## src/rtl/gpio_edge_pkg.sv

```systemverilog
package gpio_edge_pkg;
  localparam int unsigned ADDR_W = 3;
  localparam int unsigned DATA_W = 8;

  localparam logic [ADDR_W-1:0] OFS_DIR  = 3'd0;
  localparam logic [ADDR_W-1:0] OFS_OUT  = 3'd1;
  localparam logic [ADDR_W-1:0] OFS_IN   = 3'd2;
  localparam logic [ADDR_W-1:0] OFS_TRIG = 3'd3;
  localparam logic [ADDR_W-1:0] OFS_STS  = 3'd4;

  typedef enum logic [1:0] {
    TRIG_OFF  = 2'b00,
    TRIG_FALL = 2'b01,
    TRIG_RISE = 2'b10,
    TRIG_BAD  = 2'b11
  } trig_e;
endpackage

```

## src/rtl/gpio_in_sync.sv

```systemverilog
module gpio_in_sync #(
  parameter int unsigned N = 4
) (
  input  logic         clk,
  input  logic         rst_n,
  input  logic [N-1:0] pin_in,
  output logic [N-1:0] level,
  output logic [N-1:0] rise_ev,
  output logic [N-1:0] fall_ev
);
  for (genvar i = 0; i < N; i++) begin : g_bit
    logic s1, s2, prev;
    always_ff @(posedge clk) begin
      if (!rst_n) begin
        s1   <= 1'b0;
        s2   <= 1'b0;
        prev <= 1'b0;
      end else begin
        s1   <= pin_in[i];
        s2   <= s1;
        prev <= s2;
      end
    end
    assign level[i]   = s2;
    assign rise_ev[i] = s2 & ~prev;
    assign fall_ev[i] = ~s2 & prev;
  end


  in_sync_delay_chk: assert property (@(posedge clk) disable iff (!rst_n)
    $past(rst_n, 3) |-> level == $past(pin_in, 2));
endmodule

```

## src/rtl/gpio_edge_cell.sv

```systemverilog
module gpio_edge_cell
  import gpio_edge_pkg::*;
(
  input  logic       clk,
  input  logic       rst_n,
  input  logic       rise_ev,
  input  logic       fall_ev,
  input  logic       clr,
  input  logic [1:0] trig,
  output logic       visible
);
  logic rise_f, fall_f;

  always_ff @(posedge clk) begin
    if (!rst_n) begin
      rise_f <= 1'b0;
      fall_f <= 1'b0;
    end else begin
      rise_f <= rise_ev | (rise_f & ~clr);
      fall_f <= fall_ev | (fall_f & ~clr);
    end
  end

  always_comb begin
    unique case (trig_e'(trig))
      TRIG_FALL: visible = fall_f;
      TRIG_RISE: visible = rise_f;
      default:   visible = 1'b0;
    endcase
  end


  rise_latch_chk: assert property (@(posedge clk) disable iff (!rst_n)
    rise_ev |=> rise_f);

  fall_latch_chk: assert property (@(posedge clk) disable iff (!rst_n)
    (fall_ev && clr) |=> fall_f);

  clr_both_chk: assert property (@(posedge clk) disable iff (!rst_n)
    (clr && !rise_ev && !fall_ev) |=> (!rise_f && !fall_f));

  trig_off_chk: assert property (@(posedge clk) disable iff (!rst_n)
    (trig == 2'b00 || trig == 2'b11) |-> !visible);
endmodule

```

## src/rtl/gpio_port_regs.sv

```systemverilog
module gpio_port_regs #(
  parameter int unsigned N = 4
) (
  input  logic         clk,
  input  logic         rst_n,
  input  logic         dir_we,
  input  logic         out_we,
  input  logic [N-1:0] wdata,
  output logic [N-1:0] dir_q,
  output logic [N-1:0] out_q
);
  always_ff @(posedge clk) begin
    if (!rst_n) begin
      dir_q <= '0;
      out_q <= '0;
    end else begin
      if (dir_we) dir_q <= wdata;
      if (out_we) out_q <= wdata;
    end
  end


  out_hold_chk: assert property (@(posedge clk) disable iff (!rst_n)
    !$past(out_we) |-> $stable(out_q));
endmodule

```

## src/rtl/gpio_edge_ctrl.sv

```systemverilog
module gpio_edge_ctrl
  import gpio_edge_pkg::*;
#(
  parameter int unsigned N_OUT = 4,
  parameter int unsigned N_IN  = 4
) (
  input  logic              clk,
  input  logic              rst_n,
  input  logic              bus_we,
  input  logic [ADDR_W-1:0] bus_addr,
  input  logic [DATA_W-1:0] bus_wdata,
  output logic [DATA_W-1:0] bus_rdata,
  input  logic [N_IN-1:0]   pin_in,
  output logic [N_OUT-1:0]  pin_out,
  output logic [N_OUT-1:0]  pin_oe,
  output logic              irq_out
);
  localparam int unsigned TRIG_W = 2 * N_IN;

  logic [N_IN-1:0]   level, rise_ev, fall_ev, clr, sts;
  logic [TRIG_W-1:0] trig_q;
  logic              wr_trig;

  assign wr_trig = bus_we && (bus_addr == OFS_TRIG);

  gpio_port_regs #(.N(N_OUT)) u_port (
    .clk    (clk),
    .rst_n  (rst_n),
    .dir_we (bus_we && (bus_addr == OFS_DIR)),
    .out_we (bus_we && (bus_addr == OFS_OUT)),
    .wdata  (bus_wdata[N_OUT-1:0]),
    .dir_q  (pin_oe),
    .out_q  (pin_out)
  );

  gpio_in_sync #(.N(N_IN)) u_sync (
    .clk     (clk),
    .rst_n   (rst_n),
    .pin_in  (pin_in),
    .level   (level),
    .rise_ev (rise_ev),
    .fall_ev (fall_ev)
  );

  always_ff @(posedge clk) begin
    if (!rst_n) trig_q <= '0;
    else if (wr_trig) trig_q <= bus_wdata[TRIG_W-1:0];
  end

  assign clr = (bus_we && (bus_addr == OFS_STS)) ? bus_wdata[N_IN-1:0] : '0;

  for (genvar n = 0; n < N_IN; n++) begin : g_cell
    gpio_edge_cell u_cell (
      .clk     (clk),
      .rst_n   (rst_n),
      .rise_ev (rise_ev[n]),
      .fall_ev (fall_ev[n]),
      .clr     (clr[n]),
      .trig    (trig_q[2*n+1:2*n]),
      .visible (sts[n])
    );
  end

  assign irq_out = |sts;

  always_comb begin
    bus_rdata = '0;
    unique case (bus_addr)
      OFS_DIR:  bus_rdata[N_OUT-1:0]  = pin_oe;
      OFS_IN:   bus_rdata[N_IN-1:0]   = level;
      OFS_TRIG: bus_rdata[TRIG_W-1:0] = trig_q;
      OFS_STS:  bus_rdata[N_IN-1:0]   = sts;
      default:  bus_rdata = '0;
    endcase
  end


  irq_quiet_chk: assert property (@(posedge clk) disable iff (!rst_n)
    (trig_q == '0) |-> !irq_out);

  reset_state_chk: assert property (@(posedge clk)
    !$past(rst_n) |-> (pin_out == '0 && pin_oe == '0 && !irq_out));
endmodule

```

## config.mk

```make
export PLATFORM = sky130hd
export DESIGN_NAME = gpio_edge_ctrl
export DESIGN_NICKNAME = d
export VERILOG_FILES = /design/src/rtl/gpio_edge_pkg.sv /design/src/rtl/gpio_in_sync.sv /design/src/rtl/gpio_edge_cell.sv /design/src/rtl/gpio_port_regs.sv /design/src/rtl/gpio_edge_ctrl.sv
export SDC_FILE = /design/constraint.sdc
export NUM_CORES = 1
export LEC_CHECK = 0
export ABC_AREA = 1
export BUFFER_PORTS_ARGS = -buffer_cell sky130_fd_sc_hd__buf_2
export CELL_PAD_IN_SITES_DETAIL_PLACEMENT = 0
export CELL_PAD_IN_SITES_GLOBAL_PLACEMENT = 1
export CORE_MARGIN = 4
export CORE_UTILIZATION = 33
export DETAILED_ROUTE_END_ITERATION = 12
export MAX_ROUTING_LAYER = met4
export PLACE_DENSITY_LB_ADDON = 0.1
export SLEW_MARGIN = 20
export SYNTH_ARGS = -nofsm -noshare
export SYNTH_HDL_FRONTEND = slang
export SYNTH_SLANG_ARGS = --single-unit
```

## constraint.sdc

```tcl
create_clock -name clk -period 1.2 [get_ports clk]
set_clock_uncertainty 0.1 [all_clocks]
set_input_delay 0.06 -clock clk [delete_from_list [all_inputs] [get_ports clk]]
set_output_delay 0.06 -clock clk [all_outputs]
set_load 0.03 [all_outputs]
```

==> flow_metrics.env <==
export IMPL_avgSynthCellArea_um2=7.58
export IMPL_insertion_delay_ns=0.29
export IMPL_grt_ovfl_total=0
export IMPL_fin_crit_sh_pct=127
export IMPL_clockBufferDepth=2
export IMPL_vias=1553
export IMPL_yosysWarnings=0
export IMPL_fin_hold_ws_ns=0.0127
export IMPL_power_density_mw_per_mm2=981
export IMPL_crit_family="flip-flops"
export IMPL_grt_pass1_vias=1525
export IMPL_status="finished with violations"
export IMPL_cts_buffers=5
export IMPL_total_leakage_power_nw=1.18
export IMPL_multi_input_area_um2=988
export IMPL_critPathArrivalTime_ns=1.37
export IMPL_finalCriticalPeriod_ns=1.53
export IMPL_tightest_slew_ns=0.434
export IMPL_relSlewSlack_pct=71.1
export IMPL_ff_latch_area_um2=741
export IMPL_dr_first_iter_drc_count=41
export IMPL_routabilityCongestion=0.780
export IMPL_syn_cell_area_mm2=0.00173
export IMPL_rsz0062_at_grt="true"
export IMPL_tritoncts="built"
export IMPL_critical_path_slowest_cell="dfxtp_4"
export IMPL_power_mw=2.54
export IMPL_drt_first_pass_iters=4
export IMPL_synth_yosys_seq_area_share_pct=41.7
export IMPL_drv_cap=0
export IMPL_dpl_hpwl_mm=3.06
export IMPL_holdCritPathClass="input port to register"
export IMPL_antenna_found_initial=0
export IMPL_path_cells="inv_4 > ha_4 > a21oi_4 > inv_2 > nand4_1 > buf_6"
export IMPL_drive_gt1_share_pct=44.0
export IMPL_drc=0
export IMPL_ir_drop_mv=0.611
export IMPL_vias_per_cell=4.28
export IMPL_fmax_ghz=0.656
export IMPL_die_x_um=80.4
export IMPL_start_util_pct=33.9
export IMPL_synth_fp_nets=254
export IMPL_crit_fanout=2
export IMPL_crit_required_ns=1.04
export IMPL_syn_inst=228
export IMPL_slew_violations=0
export IMPL_critPathLaunchType="register"
export IMPL_setup_ws_ns=-0.325
export IMPL_hold_viol_final=0
export IMPL_area_delta_synth_final_pct=49.6
export IMPL_core_mm2=0.00511
export IMPL_ant_nets=0
export IMPL_ys_ff_latch=36
export IMPL_clock_sinks=36
export IMPL_violations="negative setup slack"
export IMPL_end_kind="output pin"
export IMPL_cts_root_buf="clkbuf_8"
export IMPL_num_rows=26
export IMPL_worstSetupPathType="register to output pin"
export IMPL_die_area_mm2=0.00646
export IMPL_drt_total_wl_mm=4.32
export IMPL_clk_pin_slew_ns=0.07
export IMPL_io_buffers=34
export IMPL_ys_types=25
export IMPL_cp_slowest_stage_delay_ns=0.38
export IMPL_io_pins=35
export IMPL_grt_pass1_wl_mm=7.13
export IMPL_htreeDepth=2
export IMPL_layout_nets=318
export IMPL_path_buf_inv=3
export IMPL_nFillCells=520
export IMPL_post_drt_wl_per_cell_um=11.9
export IMPL_grt_max_degree=25
export IMPL_antennaDiodeCount=0
export IMPL_track_usage_pct=15.1
export IMPL_final_setup_viol_count=7
export IMPL_die_h_um=80.4
## per-stage QoR
stage          setup TNS [ns]  util [%]  setup slack (ns)  cells  instance area, um^2
5_1_grt                 -1.97      50.6            -0.391    363                 2590
3_5_place_dp           -0.256      41.6           -0.0910    342                 2120
3_3_place_gp           -0.236      41.6           -0.0850    342                 2120
6_report                -1.51      50.6            -0.325    363                 2590
4_1_cts                 -1.56      48.5            -0.341    360                 2480
2_1_floorplan               0         -           0.00152    228                 1780
## power by group
part	total (mW)	internal [mW]	switching (mW)	leakage [nW]
sequential	1.27	1.24	0.0346	0.299
clock	0.898	0.458	0.440	0.0510
combinational	0.368	0.166	0.202	0.835
## cell usage after synthesis, drive strengths merged
library cell  count  area (um^2)
nand4             6         37.5
ha                8          100
inv              45          169
a21o              2         15.0
clkinv            2         8.75
nor2             28          133
o21bai            8         82.6
nand2            53          211
a21oi            16          110
dfxtp            36          721
nor3              1         10.0
nand3            10         55.1
buf               2         25.0
clkbuf            3         11.3
o21ai             8         40.0
## path summary, 6_finish.rpt
| check | start | endpoint | slack [ns] | depth (start not counted) |
|---|---|---|---|---|
| worst max-delay path | trig_q[4] | irq_out | -0.33 | 6 |
| worst min-delay path | bus_wdata[1] | u_port.out_q[1] | 0.01 | 3 |
| worst max register to register | trig_q[1] | trig_q[1] | 0.24 | 4 |
| worst min register to register | u_sync.g_bit[1].s1 | u_sync.g_bit[1].s2 | 0.32 | 2 |
## placed cells by master (no fill, tap or decap), drive strengths merged, types with 6 or more instances in the layout
cell type,netlist,final
dfxtp,36,36
inv,45,45
a21oi,16,16
dlygate4sd3,0,10
nand2,53,53
o21ai,8,8
buf,2,52
nand4,6,6
nand3,10,10
o21bai,8,8
clkbuf,3,6
nor2,28,28
ha,8,8
## timing repair
| item | 4_1_cts | 5_1_grt |
|---|---|---|
| endpoints found under the hold margin | 10 | 0 |
| setup endpoints to repair | 9 | 9 |
| pin swaps | 12 | 14 |
| gates resized for setup | 44 | 25 |
| hold buffers | 10 | 0 |
| buffers inserted | 3 | 5 |
## cell families (layout without fill, tap and decap cells)
family                   after synthesis  in the layout  share of synthesized area [%]
adder cells (fa/ha/maj)                8              8                           5.79
AO/OA/AOI/OAI                         34             34                           14.3
flip-flops                            36             36                           41.7
AND/OR/NAND/NOR                       98             98                           25.8
buffers and inverters                 52            117                           12.4
## flip-flops by register name, indices dropped and copies added, names as in the netlist
signal                count
u_sync.g_bit.prev         4
u_sync.g_bit.s2           4
u_sync.g_bit.s1           4
u_port.dir_q              4
u_port.out_q              4
g_cell.u_cell.rise_f      4
g_cell.u_cell.fall_f      4
trig_q                    8
## worst register-to-register path: cells and delay by family, from the launching register on
family | cells | cell delay [ns]
DFF | 1 | 0.38
buffers and inverters | 3 | 0.29
AOI/OAI and AO/OA | 1 | 0.12
## routing by layer
layer  GRT usage (%)  up-vias  share of wire (%)
met1            19.2      694                 47
met5               -        -                  0
li1                -      825                  -
met2            23.0       26                 47
met3            3.92        8                4.4
met4            5.57        0                1.8
## cell type report
class | count | share of cell area, %
multi-input cells | 140 | 38.2
flip-flops and latches | 36 | 28.6
repair buffers | 62 | 18.9
inverters | 47 | 7.26
well taps | 70 | 3.39
clock buffers | 6 | 3.19
clock inverters | 2 | 0.387
Power figures use the tool's default switching activity.
